### src/rtl/pair_sched_pkg.sv
package pair_sched_pkg;

  localparam int CH_W      = 5;
  localparam int NPAIR     = 8;
  localparam int NAUX      = 16;
  localparam int SENS_N    = 4;
  localparam int AUX_BASE  = 16;
  localparam int PAIR_OFS  = 8;
  localparam int DED_ADDR  = 3;
  localparam int DED_BIT   = 11;

  typedef struct packed {
    logic            a_vld;
    logic [CH_W-1:0] a_chan;
    logic            b_vld;
    logic [CH_W-1:0] b_chan;
    logic            settle;
  } slot_t;

  // internal sensor addresses in scan order
  function automatic int sens_addr(input int k);
    case (k)
      0:       return 0;
      1:       return 1;
      2:       return 2;
      default: return 6;
    endcase
  endfunction

endpackage

### src/rtl/sched_find.sv
module sched_find #(
  parameter int N  = 12,
  parameter int IW = $clog2(N)
) (
  input  logic [N-1:0]  en,
  input  logic [IW-1:0] start,
  output logic          hit,
  output logic [IW-1:0] idx
);
  logic          lo_hit;
  logic [IW-1:0] lo_idx;

  always_comb begin
    hit    = 1'b0;
    idx    = '0;
    lo_hit = 1'b0;
    lo_idx = '0;
    for (int i = N - 1; i >= 0; i--) begin
      if (en[i]) begin
        lo_hit = 1'b1;
        lo_idx = IW'(i);
        if (i >= int'(start)) begin
          hit = 1'b1;
          idx = IW'(i);
        end
      end
    end
    if (!hit) begin
      hit = lo_hit;
      idx = lo_idx;
    end
  end
endmodule

### src/rtl/sched_timer.sv
module sched_timer #(
  parameter int CONV_CYC   = 4,
  parameter int SETTLE_CYC = 10,
  localparam int CNT_W     = $clog2(CONV_CYC + SETTLE_CYC + 1)
) (
  input  logic clk,
  input  logic rst,
  input  logic load,
  input  logic settle,
  output logic zero
);
  localparam logic [CNT_W-1:0] BASE = CNT_W'(CONV_CYC - 2);
  localparam logic [CNT_W-1:0] LONG = CNT_W'(CONV_CYC - 2 + SETTLE_CYC);

  logic [CNT_W-1:0] cnt;

  always_ff @(posedge clk) begin
    if (rst)             cnt <= '0;
    else if (load)       cnt <= settle ? LONG : BASE;
    else if (cnt != '0)  cnt <= cnt - 1'b1;
  end

  assign zero = (cnt == '0);
endmodule

### src/rtl/sched_slot_map.sv
module sched_slot_map
  import pair_sched_pkg::*;
#(
  parameter int SIM_IW = 4,
  parameter int IND_IW = 5,
  parameter int ROT_W  = 2
) (
  input  logic              indep,
  input  logic [SIM_IW-1:0] sim_idx,
  input  logic              ind_hit,
  input  logic [IND_IW-1:0] ind_idx,
  input  logic [ROT_W-1:0]  rotor,
  input  logic [NAUX-1:0]   settle_sel,
  output slot_t             slot
);
  logic [CH_W-1:0] pair_n;
  logic [CH_W-1:0] aux_n;

  always_comb begin
    pair_n = CH_W'(sim_idx) - CH_W'(SENS_N);
    aux_n  = CH_W'(ind_idx) - CH_W'(1);
    slot   = '0;
    if (!indep) begin
      if (int'(sim_idx) < SENS_N) begin
        slot.a_vld  = 1'b1;
        slot.a_chan = CH_W'(sens_addr(int'(sim_idx)));
      end else begin
        slot.a_vld  = 1'b1;
        slot.a_chan = CH_W'(AUX_BASE) + pair_n;
        slot.b_vld  = 1'b1;
        slot.b_chan = CH_W'(AUX_BASE + PAIR_OFS) + pair_n;
        slot.settle = settle_sel[pair_n[3:0]];
      end
    end else begin
      slot.a_vld  = 1'b1;
      slot.a_chan = CH_W'(sens_addr(int'(rotor)));
      slot.b_vld  = ind_hit;
      if (ind_hit) begin
        if (ind_idx == '0) begin
          slot.b_chan = CH_W'(DED_ADDR);
        end else begin
          slot.b_chan = CH_W'(AUX_BASE) + aux_n;
          slot.settle = settle_sel[aux_n[3:0]];
        end
      end
    end
  end
endmodule

### src/rtl/pair_sched.sv
module pair_sched
  import pair_sched_pkg::*;
#(
  parameter int CONV_CYC   = 4,
  parameter int SETTLE_CYC = 10
) (
  input  logic            clk,
  input  logic            rst,
  input  logic            indep_mode,
  input  logic            event_timing,
  input  logic            conv_start,
  input  logic [15:0]     sensor_sel,
  input  logic [15:0]     aux_sel,
  input  logic [15:0]     settle_sel,
  output logic [CH_W-1:0] a_chan,
  output logic            a_valid,
  output logic [CH_W-1:0] b_chan,
  output logic            b_valid,
  output logic            result_upd
);
  localparam int SIM_N  = SENS_N + NPAIR;
  localparam int IND_N  = 1 + NAUX;
  localparam int SIM_IW = $clog2(SIM_N);
  localparam int IND_IW = $clog2(IND_N);
  localparam int ROT_W  = $clog2(SENS_N);

  typedef enum logic {ST_IDLE, ST_BUSY} st_t;

  st_t               state;
  logic [IND_IW-1:0] ptr, pend_ptr;
  logic [ROT_W-1:0]  rotor;
  logic              mode_q, evt_q;
  slot_t             pend, slot;

  logic [SIM_N-1:0]  en_sim;
  logic [IND_N-1:0]  en_ind;
  logic              sim_hit, ind_hit;
  logic [SIM_IW-1:0] sim_idx;
  logic [IND_IW-1:0] ind_idx;
  logic [IND_IW-1:0] nxt_ptr;
  logic              restart, go, can, pick, tmr_zero;

  // enable vectors
  for (genvar k = 0; k < SENS_N; k++) begin : g_sens
    assign en_sim[k] = sensor_sel[sens_addr(k)];
  end
  for (genvar p = 0; p < NPAIR; p++) begin : g_pair
    assign en_sim[SENS_N + p] = aux_sel[p];
  end
  assign en_ind[0] = sensor_sel[DED_BIT];
  for (genvar q = 0; q < NAUX; q++) begin : g_aux
    assign en_ind[1 + q] = aux_sel[q];
  end

  sched_find #(.N(SIM_N), .IW(SIM_IW)) u_find_sim (
    .en(en_sim), .start(ptr[SIM_IW-1:0]), .hit(sim_hit), .idx(sim_idx)
  );

  sched_find #(.N(IND_N), .IW(IND_IW)) u_find_ind (
    .en(en_ind), .start(ptr), .hit(ind_hit), .idx(ind_idx)
  );

  sched_slot_map #(.SIM_IW(SIM_IW), .IND_IW(IND_IW), .ROT_W(ROT_W)) u_map (
    .indep(indep_mode), .sim_idx(sim_idx), .ind_hit(ind_hit),
    .ind_idx(ind_idx), .rotor(rotor), .settle_sel(settle_sel), .slot(slot)
  );

  always_comb begin
    if (!indep_mode)
      nxt_ptr = (int'(sim_idx) == SIM_N - 1) ? '0 : IND_IW'(sim_idx) + 1'b1;
    else if (!ind_hit)
      nxt_ptr = '0;
    else
      nxt_ptr = (int'(ind_idx) == IND_N - 1) ? '0 : ind_idx + 1'b1;
  end

  assign restart = (indep_mode != mode_q) || (event_timing != evt_q);
  assign go      = !event_timing || conv_start;
  assign can     = indep_mode || sim_hit;
  assign pick    = !restart && (state == ST_IDLE) && go && can;

  sched_timer #(.CONV_CYC(CONV_CYC), .SETTLE_CYC(SETTLE_CYC)) u_timer (
    .clk(clk), .rst(rst), .load(pick), .settle(slot.settle), .zero(tmr_zero)
  );

  always_ff @(posedge clk) begin
    if (rst) begin
      state      <= ST_IDLE;
      ptr        <= '0;
      pend_ptr   <= '0;
      rotor      <= '0;
      pend       <= '0;
      mode_q     <= indep_mode;
      evt_q      <= event_timing;
      a_chan     <= '0;
      a_valid    <= 1'b0;
      b_chan     <= '0;
      b_valid    <= 1'b0;
      result_upd <= 1'b0;
    end else begin
      result_upd <= 1'b0;
      mode_q     <= indep_mode;
      evt_q      <= event_timing;
      if (restart) begin
        state <= ST_IDLE;
        ptr   <= '0;
        rotor <= '0;
      end else begin
        case (state)
          ST_IDLE: begin
            if (pick) begin
              pend     <= slot;
              pend_ptr <= nxt_ptr;
              state    <= ST_BUSY;
            end
          end
          ST_BUSY: begin
            if (tmr_zero) begin
              result_upd <= 1'b1;
              a_chan     <= pend.a_chan;
              a_valid    <= pend.a_vld;
              b_chan     <= pend.b_chan;
              b_valid    <= pend.b_vld;
              ptr        <= pend_ptr;
              if (indep_mode)
                rotor <= (int'(rotor) == SENS_N - 1) ? '0 : rotor + 1'b1;
              state <= ST_IDLE;
            end
          end
          default: state <= ST_IDLE;
        endcase
      end
    end
  end
endmodule

### config.mk
export PLATFORM = sky130hd
export DESIGN_NAME = pair_sched
export DESIGN_NICKNAME = d
export VERILOG_FILES = /design/src/rtl/pair_sched_pkg.sv /design/src/rtl/sched_find.sv /design/src/rtl/sched_timer.sv /design/src/rtl/sched_slot_map.sv /design/src/rtl/pair_sched.sv
export SDC_FILE = /design/constraint.sdc
export NUM_CORES = 1
export LEC_CHECK = 0
export ABC_AREA = 1
export CORE_MARGIN = 2
export CORE_UTILIZATION = 59
export DETAILED_ROUTE_END_ITERATION = 8
export DONT_BUFFER_PORTS = 1
export PLACE_DENSITY = 0.77
export SETUP_SLACK_MARGIN = 0.05
export SLEW_MARGIN = 20
export SYNTH_ARGS = -nofsm -noshare
export SYNTH_HDL_FRONTEND = slang
export SYNTH_HIERARCHICAL = 1
export SYNTH_SLANG_ARGS = --single-unit
export TNS_END_PERCENT = 1
### constraint.sdc
create_clock -name clk -period 2.9 [get_ports clk]
set_input_delay 0.145 -clock clk [delete_from_list [all_inputs] [get_ports clk]]
set_output_delay 0.145 -clock clk [all_outputs]
set_load 0.01 [all_outputs]
Word level (Yosys, flattened, before mapping)
Index checks and enable logic that the tools add are counted.
{"block": "classes", "bitwise_logic": 2, "multipliers": 0, "div": 0, "n_addsub": 9, "n_reduce_logical": 20, "n_shift": 0, "n_eq_ne": 9, "order_cmp": 32, "mux": 202}
{"operator": "2-to-1 mux 5 bit", "n": 58}
{"operator": "2-to-1 mux 4 bit", "n": 40}
{"operator": "2-to-1 mux 1 bit", "n": 95}
{"operator": ">= comparator 4 x 5 -> 1 bit (first input constant)", "n": 8}
{"operator": ">= comparator 3 x 5 -> 1 bit (first input constant)", "n": 4}
{"operator": "case mux 3 bit (3 select lines)", "n": 2}
{"operator": ">= comparator 3 x 4 -> 1 bit (first input constant)", "n": 4}
{"operator": ">= comparator 4 bit (first input constant)", "n": 4}
{"operator": "adder 5 bit (first input constant)", "n": 3}
{"operator": "2-to-1 mux 12 bit", "n": 1}
{"operator": ">= comparator 1 x 5 -> 1 bit (first input constant)", "n": 2}
{"operator": ">= comparator 2 x 5 -> 1 bit (first input constant)", "n": 2}
{"operator": "less-than comparator 4 x 5 -> 1 bit (second input constant)", "n": 2}
{"operator": "AND reduction 3 bit", "n": 3}
{"operator": "binary-select mux 1 bit (select 4 bit)", "n": 2}
{"operator": ">= comparator 1 x 4 -> 1 bit (first input constant)", "n": 2}
{"operator": ">= comparator 2 x 4 -> 1 bit (first input constant)", "n": 2}
{"operator": "zero test 4 bit", "n": 2}
{"operator": "2-to-1 mux 7 bit", "n": 1}
{"operator": "2-to-1 mux 6 bit", "n": 1}
{"operator": "adder 4 x 1 -> 5 bit (second input constant)", "n": 1}
{"operator": "adder 5 x 1 -> 5 bit (second input constant)", "n": 1}
{"operator": "equality test 5 bit (second input constant)", "n": 1}
{"operator": ">= comparator 5 bit (first input constant)", "n": 1}
{"operator": "24 further kinds", "n": 32}
{"block": "word_totals", "inputBits": 53, "elab_cells": 290, "mem_count": 0, "mem_bits_rw": 0, "romBits": 0, "regBits": 44, "out_inout_bits": 13, "latchBits": 0}

Longest topological paths before layout
Gate-level depths: netlist (run 1).
{"block": "depth", "word_depth": 44, "depth_mapped": 35, "mapped_depth_nobuf": 33}

Hierarchy
Netlist (run 1), hierarchy kept.
{"mod": "pair_sched", "cells_each": 262, "seq_area_each_um2": 800.8, "area_per_inst_um2": 1881.8, "instances": 1}
{"mod": "sched_slot_map", "cells_each": 141, "seq_area_each_um2": 0.0, "area_per_inst_um2": 689.4, "instances": 1}
{"mod": "sched_find at u_find_ind", "cells_each": 141, "seq_area_each_um2": 0.0, "area_per_inst_um2": 668.1, "instances": 1}
{"mod": "sched_find at u_find_sim", "cells_each": 99, "seq_area_each_um2": 0.0, "area_per_inst_um2": 493.0, "instances": 1}
{"mod": "sched_timer", "cells_each": 34, "seq_area_each_um2": 80.1, "area_per_inst_um2": 236.5, "instances": 1}

Worst setup path after synthesis (run 1)
No wires, ideal clock.
{"block": "synth_timing", "path_kind": "register to register", "startpoint": "reg ptr[3]", "endpoint": "reg u_timer.cnt[1]", "n_path_buf": 0, "setup_ns": 0.113, "period_less_slack_ns": 3.174, "t_required_ns": 2.787, "stages_incl_launch_ff": 22, "path_slack_ns": -0.274, "t_arrival_ns": 3.062, "path_cell_list": "dfxtp_1 inv_1 o211ai_1 nand3_1 nor4b_2 nand2_1 nor2_2 nand2_2 o22ai_1 inv_1 ha_1 inv_1 nand3_1 nand3_1 nand3_1 nand3b_1 nand2_1 nand2_1 nand2_1 nand2_1 nand2_1 nor2_1"}
{"element": "start, declared", "line_no": "pair_sched.sv:30", "text": "logic [IND_IW-1:0] ptr, pend_ptr;"}
{"element": "start signal, assigned", "line_no": "pair_sched.sv:124", "text": "ptr <= pend_ptr;"}
{"element": "end signal, assigned", "line_no": "sched_timer.sv:19", "text": "else if (load) cnt <= settle ? LONG : BASE;"}
{"element": "end signal, assigned", "line_no": "sched_timer.sv:20", "text": "else if (cnt != '0) cnt <= cnt - 1'b1;"}
{"element": "end, declared", "line_no": "sched_timer.sv:15", "text": "logic [CNT_W-1:0] cnt;"}

==> results of run 1 <==
## worst max-delay path, stage by stage, from the launching register on
cell	delay, ns
dfxtp_4	0.39
inv_1	0.07
nand2_1	0.08
nor2_2	0.06
o21ai_2	0.19
nand3_2	0.12
nor4b_4	0.34
nand2_1	0.12
nor2_2	0.14
nand2_2	0.08
o22ai_2	0.17
inv_2	0.09
ha_4	0.31
inv_4	0.06
nand3_2	0.09
nand3_2	0.09
nand3_2	0.08
nand3b_1	0.09
nand2_2	0.11
nand2_2	0.08
nand2_1	0.06
nand2_1	0.04
nand2_1	0.05
nor2_1	0.04
## where the power goes
part / leakage [nW] / switching, mW / total, mW / internal [mW]
combinational: 2.04 / 0.357 / 0.605 / 0.248
clock: 0.0583 / 0.220 / 0.480 / 0.259
sequential: 0.363 / 0.0355 / 0.684 / 0.649
total: 2.47 / 0.613 / 1.77 / 1.16
## worst min-delay path by stage
stage | startpoint | to | slack [ns] | depth (start not counted)
detailed placement | event_timing | evt_q$_DFF_P_ | 0.17 | 0
CTS | indep_mode | rotor[1]$_SDFFE_PP0P_ | 0.001 | 2
floorplan | event_timing | evt_q$_DFF_P_ | 0.17 | 0
finish | indep_mode | rotor[1]$_SDFFE_PP0P_ | 0.01 | 2
global placement | event_timing | evt_q$_DFF_P_ | 0.17 | 0
global route | indep_mode | rotor[1]$_SDFFE_PP0P_ | 0.004 | 2
## synthesized netlist by cell type, drive strengths merged (2+ instances only)
library cell | count | area share, %
clkinv | 3 | 0.35
ha | 10 | 3.2
nor2 | 92 | 10
nand3 | 81 | 10
nor3 | 5 | 0.76
nand2 | 225 | 23
o22ai | 5 | 0.79
o21ai | 12 | 1.6
nand3b | 16 | 3.3
a21boi | 3 | 0.57
inv | 101 | 9.7
o211ai | 3 | 0.82
clkbuf | 2 | 0.19
buf | 15 | 3.3
xnor2 | 2 | 0.44
a21oi | 33 | 4.4
xor2 | 3 | 0.66
dfxtp | 44 | 22
o31ai | 3 | 0.57
nand4 | 9 | 1.4
## logic make-up after synthesis
kind of cell | share of synthesized area (%)
AO/OA/AOI/OAI | 10.2
adder cells (fa/ha/maj) | 3.15
AND/OR/NAND/NOR | 49.2
flip-flops | 22.2
other | 0.0945
XOR/XNOR | 1.10
buffers and inverters | 14.1
## area by class of cell
cell class	instances	area [sq um]	area share [%]
clock inverters	3	47.5	0.967
repair buffers	77	638	13.0
clock buffers	5	68.8	1.40
multi-input cells	511	2740	55.8
flip-flops and latches	44	900	18.3
inverters	105	423	8.60
well taps	77	96.3	1.96
## routing by layer
layer  GRT usage, %  vias up
li1               -     2275
met1           36.7     2079
met2           55.5      168
met3           5.10       44
met4           15.0        0
met5              0        -
## registers in the layout (all words and copies together) (netlist names)
signal and flops:
pend_ptr 5, mode_q 1, result_upd 1, b_chan 5, ptr 5, pend 12, evt_q 1, rotor 2
a_chan 5, b_valid 1, a_valid 1, u_timer/cnt 4, state 1
## through the flow
step           hold WS (ns)  worst slack (ns)
2_1_floorplan         0.173            0.0625
3_3_place_gp          0.173           -0.0912
3_5_place_dp          0.173            -0.220
4_1_cts             0.00121           -0.0315
5_1_grt             0.00433            -0.409
6_report             0.0139            -0.182
## repair_timing
action	4_1_cts	5_1_grt
pin swaps	35	15
setup endpoints to repair	7	15
setup buffers	16	5
endpoints found under the hold margin	17	0
hold buffers	16	0
gates resized for setup	36	18
==> impl_metrics.toml, run 1 <==
[status]
status = "finished, violations left"
failed_checks = "setup timing"

[timing]
setup-tns-final_ns = -0.862
fin_ws_ns = -0.182
finClkSkew_ns = 0.00296
finalHoldViolCount = 0
slew_headroom_pct = 53.9
setup_viol = 10
clock.fmax_mhz = 324
rsz0062_at_grt = "yes"
maxSlewViolCount = 0
fin_crit_ns = 3.08
worst_pin_slew_ns = 0.685
post-route-period-util_pct = 106

[routing]
route.met3.wl_um = 643
vias_per_cell = 5.55
post_drt_wl_per_cell_um = 13.9
drt_wl_total_um = 11400
routed.top_layer = "met4"
vias = 4566
firstDrtPassIters = 5
drt_iter0_drc = 262
post-route-drc-count = 0
wl_met1_um = 4770
drtAntennaViolNets = 0
wl_met2_um = 5560

[floorplanning]
rows = 29
die_x_um = 86.0
top_level_ports = 66
initial_core_util_pct = 61.8
core_sq_um = 6420
dieArea_sq_um = 7400
die_y_um = 86.0

[yosys]
synthesis.instances = 677
async_flop_share_pct = 0
ys_seq_area_share_pct = 22.2
ys_types = 50
synth_area_sq_um = 3970
yosysWarnings = 6
ys_seq_elements = 44
synth_edf_count = 0
ys.flop_type = "dfxtp_1"
synth_fp_nets = 740
syn_area_per_cell_sq_um = 5.86

[grt]
grt_pass1_vias = 4431
grt_overflow = 0
grt_pass1_wl_um = 19100
grt_start_max_net_pins = 31
grt_usage_pct = 31.4
antenna_found_initial = 0

[power_and_ir_drop]
power.total_mw = 1.77
p_per_area_nw_per_um2 = 360
ir_drop_v = 0.000323
leakagePower_nw = 2.47

[clock_network]
cts_made_buffers = 5
htree_num_levels = 2
cts.path.max_buffers = 2
cts_root_buffer = "clkbuf_8"
tritoncts = "built"
cts_sinks = 44
insertion_delay_ns = 0.30
clk_pin_slew_ns = 0.08

[critical_path]
worstReg2RegStart = "ptr[3]$_SDFFE_PP0P_"
endpoint_kind = "flop"
arrival_ns = 3.29
cp.required_ns = 3.11
setup.worst_path.start_class = "flop"
path_max_fanout = 5
r2r_slack_ns = -0.18
worstReg2RegEnd = "u_timer/cnt[1]$_SDFFE_PP0P_"
critical_path_class = "reg2reg"
cp-endpoint = "u_timer/cnt[1]$_SDFFE_PP0P_"
startpoint = "ptr[3]$_SDFFE_PP0P_"
worstRegToRegCells = 23

[final_layout]
drive_gt1_share_pct = 22.4
final_common_cell = "nand2_1"
final_cell_area_sq_um = 4920
finalNetCount = 807
layout_common_cells = "202 x nand2_1, 85 x inv_1, 78 x nor2_1, 65 x nand3_1, 58 x buf_4"
final_core_util_pct = 76.5
area_growth_pct = 23.9
final_cell_count_no_fill = 822
fillCellCount = 509
antennaDiodeCount = 0

[placed_design]
io_buffers = 0
globalplace.congestion = 0.898
placedCellCount = 777
hpwl_um = 8000
dpl_cell_area_sq_um = 4270

[job]
drv_cap = 0

[min_path]
min_path_type = "in2reg"
(Power assumes the default switching activity.)
==> inputs of run 2 (changes only) <==
--- a/config.mk
+++ b/config.mk
@@ -10,7 +10,8 @@
 export CORE_UTILIZATION = 59
 export DETAILED_ROUTE_END_ITERATION = 8
 export DONT_BUFFER_PORTS = 1
-export PLACE_DENSITY = 0.77
+export GPL_TIMING_DRIVEN = 0
+export PLACE_DENSITY_LB_ADDON = 0.1
 export SETUP_SLACK_MARGIN = 0.05
 export SLEW_MARGIN = 20
 export SYNTH_ARGS = -nofsm -noshare
==> run 2 against run 1 <==
The run still ends with setup timing left. Hold slack improved by 0.12 ns. Via count decreased by 5.9%. Clock-buffer cell count unchanged. Global-route usage is 2.5 points lower. Die area is the same. Clock skew up 0.0038 ns. Critical endpoint unchanged.
==> impl_metrics.toml, run 2 (synthesis results as in run 1) <==
[final_layout]
layout_common_cells = "200 x nand2_1, 84 x inv_1, 78 x nor2_1, 67 x nand3_1, 39 x dfxtp_1"
fillCellCount = 555
drive_gt1_share_pct = 20.2
final_cell_area_sq_um = 4660
area_growth_pct = 17.5
top_register = "pend"
largest_reg_flops = 12
final_common_cell = "nand2_1"
antennaDiodeCount = 0
finalNetCount = 775

[floorplanning]
rows = 29
die_y_um = 86.0
core_sq_um = 6420
initial_core_util_pct = 61.8
die_x_um = 86.0
dieArea_sq_um = 7400
top_level_ports = 66

[clock_network]
cts_root_buffer = "clkbuf_8"
insertion_delay_ns = 0.30
cts_made_buffers = 5
tritoncts = "built"
cts_sinks = 44
htree_num_levels = 2
cts.path.max_buffers = 2
clk_pin_slew_ns = 0.09

[routing]
drtAntennaViolNets = 0
drt_iter0_drc = 274
firstDrtPassIters = 5
vias_per_cell = 5.44
drt_wl_total_um = 10400
vias = 4296
post_drt_wl_per_cell_um = 13.2
post-route-drc-count = 0

[timing]
fin_crit_ns = 3.17
setup_viol = 7
slew_headroom_pct = 56.3
timing.hold.ws_ns = 0.137
rsz0062_at_grt = "yes"
post-route-period-util_pct = 109
finalHoldViolCount = 0
fin_ws_ns = -0.270
maxSlewViolCount = 0
worst_pin_slew_ns = 0.650
finClkSkew_ns = 0.00677
clock.fmax_mhz = 315

[power_and_ir_drop]
power_frac_seq_pct = 39.1
internal_power_mw = 1.15
ir_drop_v = 0.000193
p_sw_uw = 601
p_per_area_nw_per_um2 = 375
p_sw_share_pct = 34.4
pwr-share-comb_pct = 33.4
leakagePower_nw = 2.27
clkPwrFrac_pct = 27.5

[critical_path]
worstReg2RegStart = "ptr[1]$_SDFFE_PP0P_"
worstReg2RegEnd = "u_timer/cnt[1]$_SDFFE_PP0P_"
cp.required_ns = 3.10
r2r_slack_ns = -0.27
arrival_ns = 3.37
setup.worst_path.start_class = "flop"
endpoint_kind = "flop"
critical_path_class = "reg2reg"
worstRegToRegCells = 24
path_max_fanout = 5

[grt]
grt_pass1_wl_um = 17600
grt_usage_pct = 28.9
antenna_found_initial = 0
grt_overflow = 0
grt_start_max_net_pins = 16
grt_pass1_vias = 3972

[min_path]
hold_end = "rotor[1]$_SDFFE_PP0P_"
hold_depth = 3
min_path_type = "in2reg"
min_from = "indep_mode"

[placed_design]
io_buffers = 0
hpwl_um = 7520
globalplace.congestion = 0.927
dpl_cell_area_sq_um = 4120

[status]
status = "finished, violations left"
failed_checks = "setup timing"

[job]
drv_cap = 0
-- run 2: cell types whose count changed in the layout (fill, tap and decap cells not counted), moves of 6 or more --
cell           before  now
buf_6               2   10
buf_2               0    6
buf_4              58   21
dlygate4sd3_1      16    5
-- run 2: layout make-up --
class / count / area [sq um] / area share, %
Buffer: 17 / 140 / 3.01
Multi-Input combinational cell: 511 / 2750 / 59.1
Sequential cell: 44 / 900 / 19.3
Clock buffer: 5 / 68.8 / 1.48
Inverter: 105 / 420 / 9.02
Tap cell: 77 / 96.3 / 2.07
Clock inverter: 3 / 45.0 / 0.966
Timing Repair Buffer: 28 / 238 / 5.10
-- run 2: worst max-delay path by stage --
stage	start	to	slack (ns)	depth (start not counted)
2_1_floorplan	ptr[2]$_SDFFE_PP0P_	u_timer/cnt[1]$_SDFFE_PP0P_	0.06	26
3_3_place_gp	ptr[1]$_SDFFE_PP0P_	u_timer/cnt[1]$_SDFFE_PP0P_	-0.44	25
3_5_place_dp	ptr[1]$_SDFFE_PP0P_	u_timer/cnt[1]$_SDFFE_PP0P_	-0.60	26
4_1_cts	ptr[1]$_SDFFE_PP0P_	u_timer/cnt[1]$_SDFFE_PP0P_	-0.14	24
5_1_grt	ptr[2]$_SDFFE_PP0P_	u_timer/cnt[1]$_SDFFE_PP0P_	-0.47	36
6_report	ptr[1]$_SDFFE_PP0P_	u_timer/cnt[1]$_SDFFE_PP0P_	-0.27	24
-- run 2: power by group through the flow --
stage,Combinational (mW),Clock (mW),Sequential [mW]
after detailed placement,0.523,0,0.700
after floorplan,0.438,0,0.692
after global routing,0.662,0.521,0.690
final,0.583,0.480,0.683
after CTS,0.576,0.484,0.682
after global placement,0.508,0,0.697
-- run 2: repair_timing --
action	CTS	global route
pin swaps	28	7
hold endpoints to repair	7	0
hold buffers	5	0
resized for setup	46	7
setup endpoints to repair	10	17
setup buffers	23	0
-- run 2: metrics by stage --
stage	utilization [%]	setup slack (ns)	power [mW]	TNS [ns]	cells
6_report	72.6	-0.270	1.75	-0.979	790
5_1_grt	72.6	-0.466	1.87	-3.03	790
4_1_cts	72.2	-0.141	1.74	-0.259	790
3_5_place_dp	64.1	-0.602	1.22	-2.57	754
3_3_place_gp	64.0	-0.444	1.21	-2.70	754
2_1_floorplan	-	0.0625	1.13	0	677
-- run 2: critical path, cell delays in order (launching register included) --
cell	delay, ns
dfxtp_4	0.41
buf_6	0.13
nand2_2	0.04
nand2_2	0.06
nor2_2	0.04
a21oi_2	0.15
nand2_1	0.12
nor4b_2	0.31
nand2_1	0.11
nor2_2	0.19
nand2_2	0.14
o22ai_4	0.21
inv_2	0.09
ha_4	0.31
inv_4	0.06
nand3_2	0.07
nand3_2	0.08
nand3_2	0.07
nand3b_1	0.10
nand2_2	0.12
nand2_2	0.08
nand2_1	0.06
nand2_1	0.05
nand2_1	0.05
nor2_1	0.03
-- run 2: routing by layer --
metal	wire length [um]	vias to the layer above	GRT usage, %
met3	576	15	3.18
li1	-	2213	-
met5	0	-	0
met2	5050	148	50.5
met4	144	0	8.37
met1	4640	1920	37.2
==> inputs of run 3 (changes only) <==
--- a/config.mk
+++ b/config.mk
@@ -6,6 +6,7 @@
 export NUM_CORES = 1
 export LEC_CHECK = 0
 export ABC_AREA = 1
+export CORE_ASPECT_RATIO = 0.5
 export CORE_MARGIN = 2
 export CORE_UTILIZATION = 59
 export DETAILED_ROUTE_END_ITERATION = 8
==> run 3 against run 2 <==
The run still ends with setup timing left. Design area rose by 1.8%. Utilization shrank 0.63 points. Non-clock buffer count shrank 3. Cell count up 1.5%. Critical path depth grew 3. Largest power group unchanged.
==> impl_metrics.toml, run 3 (synthesis results as in run 1) <==
[clock_network]
cts.path.max_buffers = 2
cts_sinks = 44
clk_pin_slew_ns = 0.06
cts_root_buffer = "clkbuf_16"
htree_num_levels = 2
cts_made_buffers = 5
insertion_delay_ns = 0.29
tritoncts = "built"

[routing]
drt_wl_total_um = 10600
firstDrtPassIters = 5
post_drt_wl_per_cell_um = 13.2
vias_per_cell = 5.36
drtAntennaViolNets = 0
post-route-drc-count = 0
vias = 4300
drt_iter0_drc = 290

[placed_design]
io_buffers = 0
globalplace.congestion = 0.892
hpwl_um = 7390
placedCellCount = 769

[critical_path]
slowest_delay_ns = 0.40
startpoint = "ptr[1]$_SDFFE_PP0P_"
cp.required_ns = 3.08
worstRegToRegCells = 27
endpoint_kind = "flop"
path_max_fanout = 6
critical_path_class = "reg2reg"
cp_slowest_cell = "dfxtp_4"
arrival_ns = 3.23
setup.worst_path.start_class = "flop"
worstReg2RegEnd = "u_timer/cnt[1]$_SDFFE_PP0P_"
crit_top_cell = "nand2_1"
worstReg2RegStart = "ptr[1]$_SDFFE_PP0P_"
r2r_slack_ns = -0.14

[grt]
grt_pass1_vias = 3772
grt_start_max_net_pins = 16
antenna_found_initial = 0
grt_usage_pct = 28.4
grt_overflow = 0
grt_pass1_wl_um = 17000

[timing]
finClkSkew_ns = 0.00506
finalHoldViolCount = 0
slew_headroom_pct = 62.2
rsz0062_at_grt = "yes"
clock.fmax_mhz = 329
fin_ws_ns = -0.144
setup_viol = 5
fin_crit_ns = 3.04
worst_pin_slew_ns = 0.561
maxSlewViolCount = 0
post-route-period-util_pct = 105

[final_layout]
largest_reg_flops = 12
top_register = "pend"
final_common_cell = "nand2_1"
final_cell_count_no_fill = 802
area_growth_pct = 19.6
layout_common_cells = "203 x nand2_1, 85 x inv_1, 76 x nor2_1, 68 x nand3_1, 39 x dfxtp_1"
antennaDiodeCount = 0
drive_gt1_share_pct = 20.0
finalNetCount = 772

[floorplanning]
initial_core_util_pct = 60.2
die_x_um = 120
dieArea_sq_um = 7440
core_sq_um = 6600
top_level_ports = 66
rows = 21
die_y_um = 62.0

[min_path]
hold_end = "u_timer/cnt[1]$_SDFFE_PP0P_"
hold_depth = 3
min_path_type = "in2reg"
min_from = "rst"

[power_and_ir_drop]
power.total_mw = 1.93
p_per_area_nw_per_um2 = 406
ir_drop_v = 0.000313
leakagePower_nw = 2.30

[job]
drv_cap = 0

[status]
status = "finished, violations left"
failed_checks = "setup timing"
-- run 3: cell types whose count changed in the layout (fill, tap and decap cells not counted), sizes merged --
cell,delta
buf,-1
dlygate4sd3,-2
-- run 3: area by class of cell --
type | count | area (sq um)
Timing Repair Buffer | 25 | 205
Fill cell | 563 | 1850
Buffer | 17 | 140
Clock inverter | 3 | 45.0
Tap cell | 92 | 115
Inverter | 105 | 428
Multi-Input combinational cell | 511 | 2790
Clock buffer | 5 | 125
Sequential cell | 44 | 900
-- run 3: critical path: cells and delay by family (launching register included) --
kind	cells	cell delay, ns
AO/OA/AOI/OAI	3	0.32
adder cells (fa/ha/maj)	1	0.31
AND/OR/NAND/NOR	17	1.43
buffers and inverters	6	0.47
flip-flops	1	0.40
-- run 3: per-stage QoR --
stage          hold WS (ns)  setup WS (ns)  util, %  area [sq um]  TNS [ns]
3_3_place_gp          0.173         -0.508     62.6          4130     -3.34
5_1_grt              0.0356         -0.359     72.0          4750     -2.01
2_1_floorplan         0.173         0.0625        -          4010         0
4_1_cts              0.0250         -0.127     70.2          4630    -0.182
6_report             0.0206         -0.144     72.0          4750    -0.270
3_5_place_dp          0.173         -0.538     62.7          4130     -2.27
-- run 3: power breakdown --
group | total, mW | internal (mW) | switching [mW]
clock network | 0.655 | 0.410 | 0.245
logic | 0.587 | 0.238 | 0.349
registers | 0.683 | 0.650 | 0.0338
-- run 3: layer usage --
metal	wire (um)	vias up	GRT usage, %	part of all wire [%]
li1	-	2207	-	-
met5	0	-	0	0
met4	136	0	7.06	1.3
met1	4790	1930	36.3	45
met2	4910	146	51.1	46
met3	727	17	5.66	6.9
-- run 3: worst max path at each step --
stage | to | slack (ns) | depth (start not counted)
2_1_floorplan | u_timer/cnt[1]$_SDFFE_PP0P_ | 0.06 | 26
3_3_place_gp | u_timer/cnt[1]$_SDFFE_PP0P_ | -0.51 | 26
3_5_place_dp | u_timer/cnt[1]$_SDFFE_PP0P_ | -0.54 | 26
4_1_cts | u_timer/cnt[1]$_SDFFE_PP0P_ | -0.13 | 25
5_1_grt | u_timer/cnt[1]$_SDFFE_PP0P_ | -0.36 | 35
6_report | u_timer/cnt[1]$_SDFFE_PP0P_ | -0.14 | 27
-- run 3: timing repair --
action | CTS | global route
pin swaps | 27 | 11
setup endpoints to repair | 10 | 17
hold buffers | 3 | 0
hold endpoints to repair | 6 | 0
resized for setup | 37 | 20
buffers inserted | 18 | 4
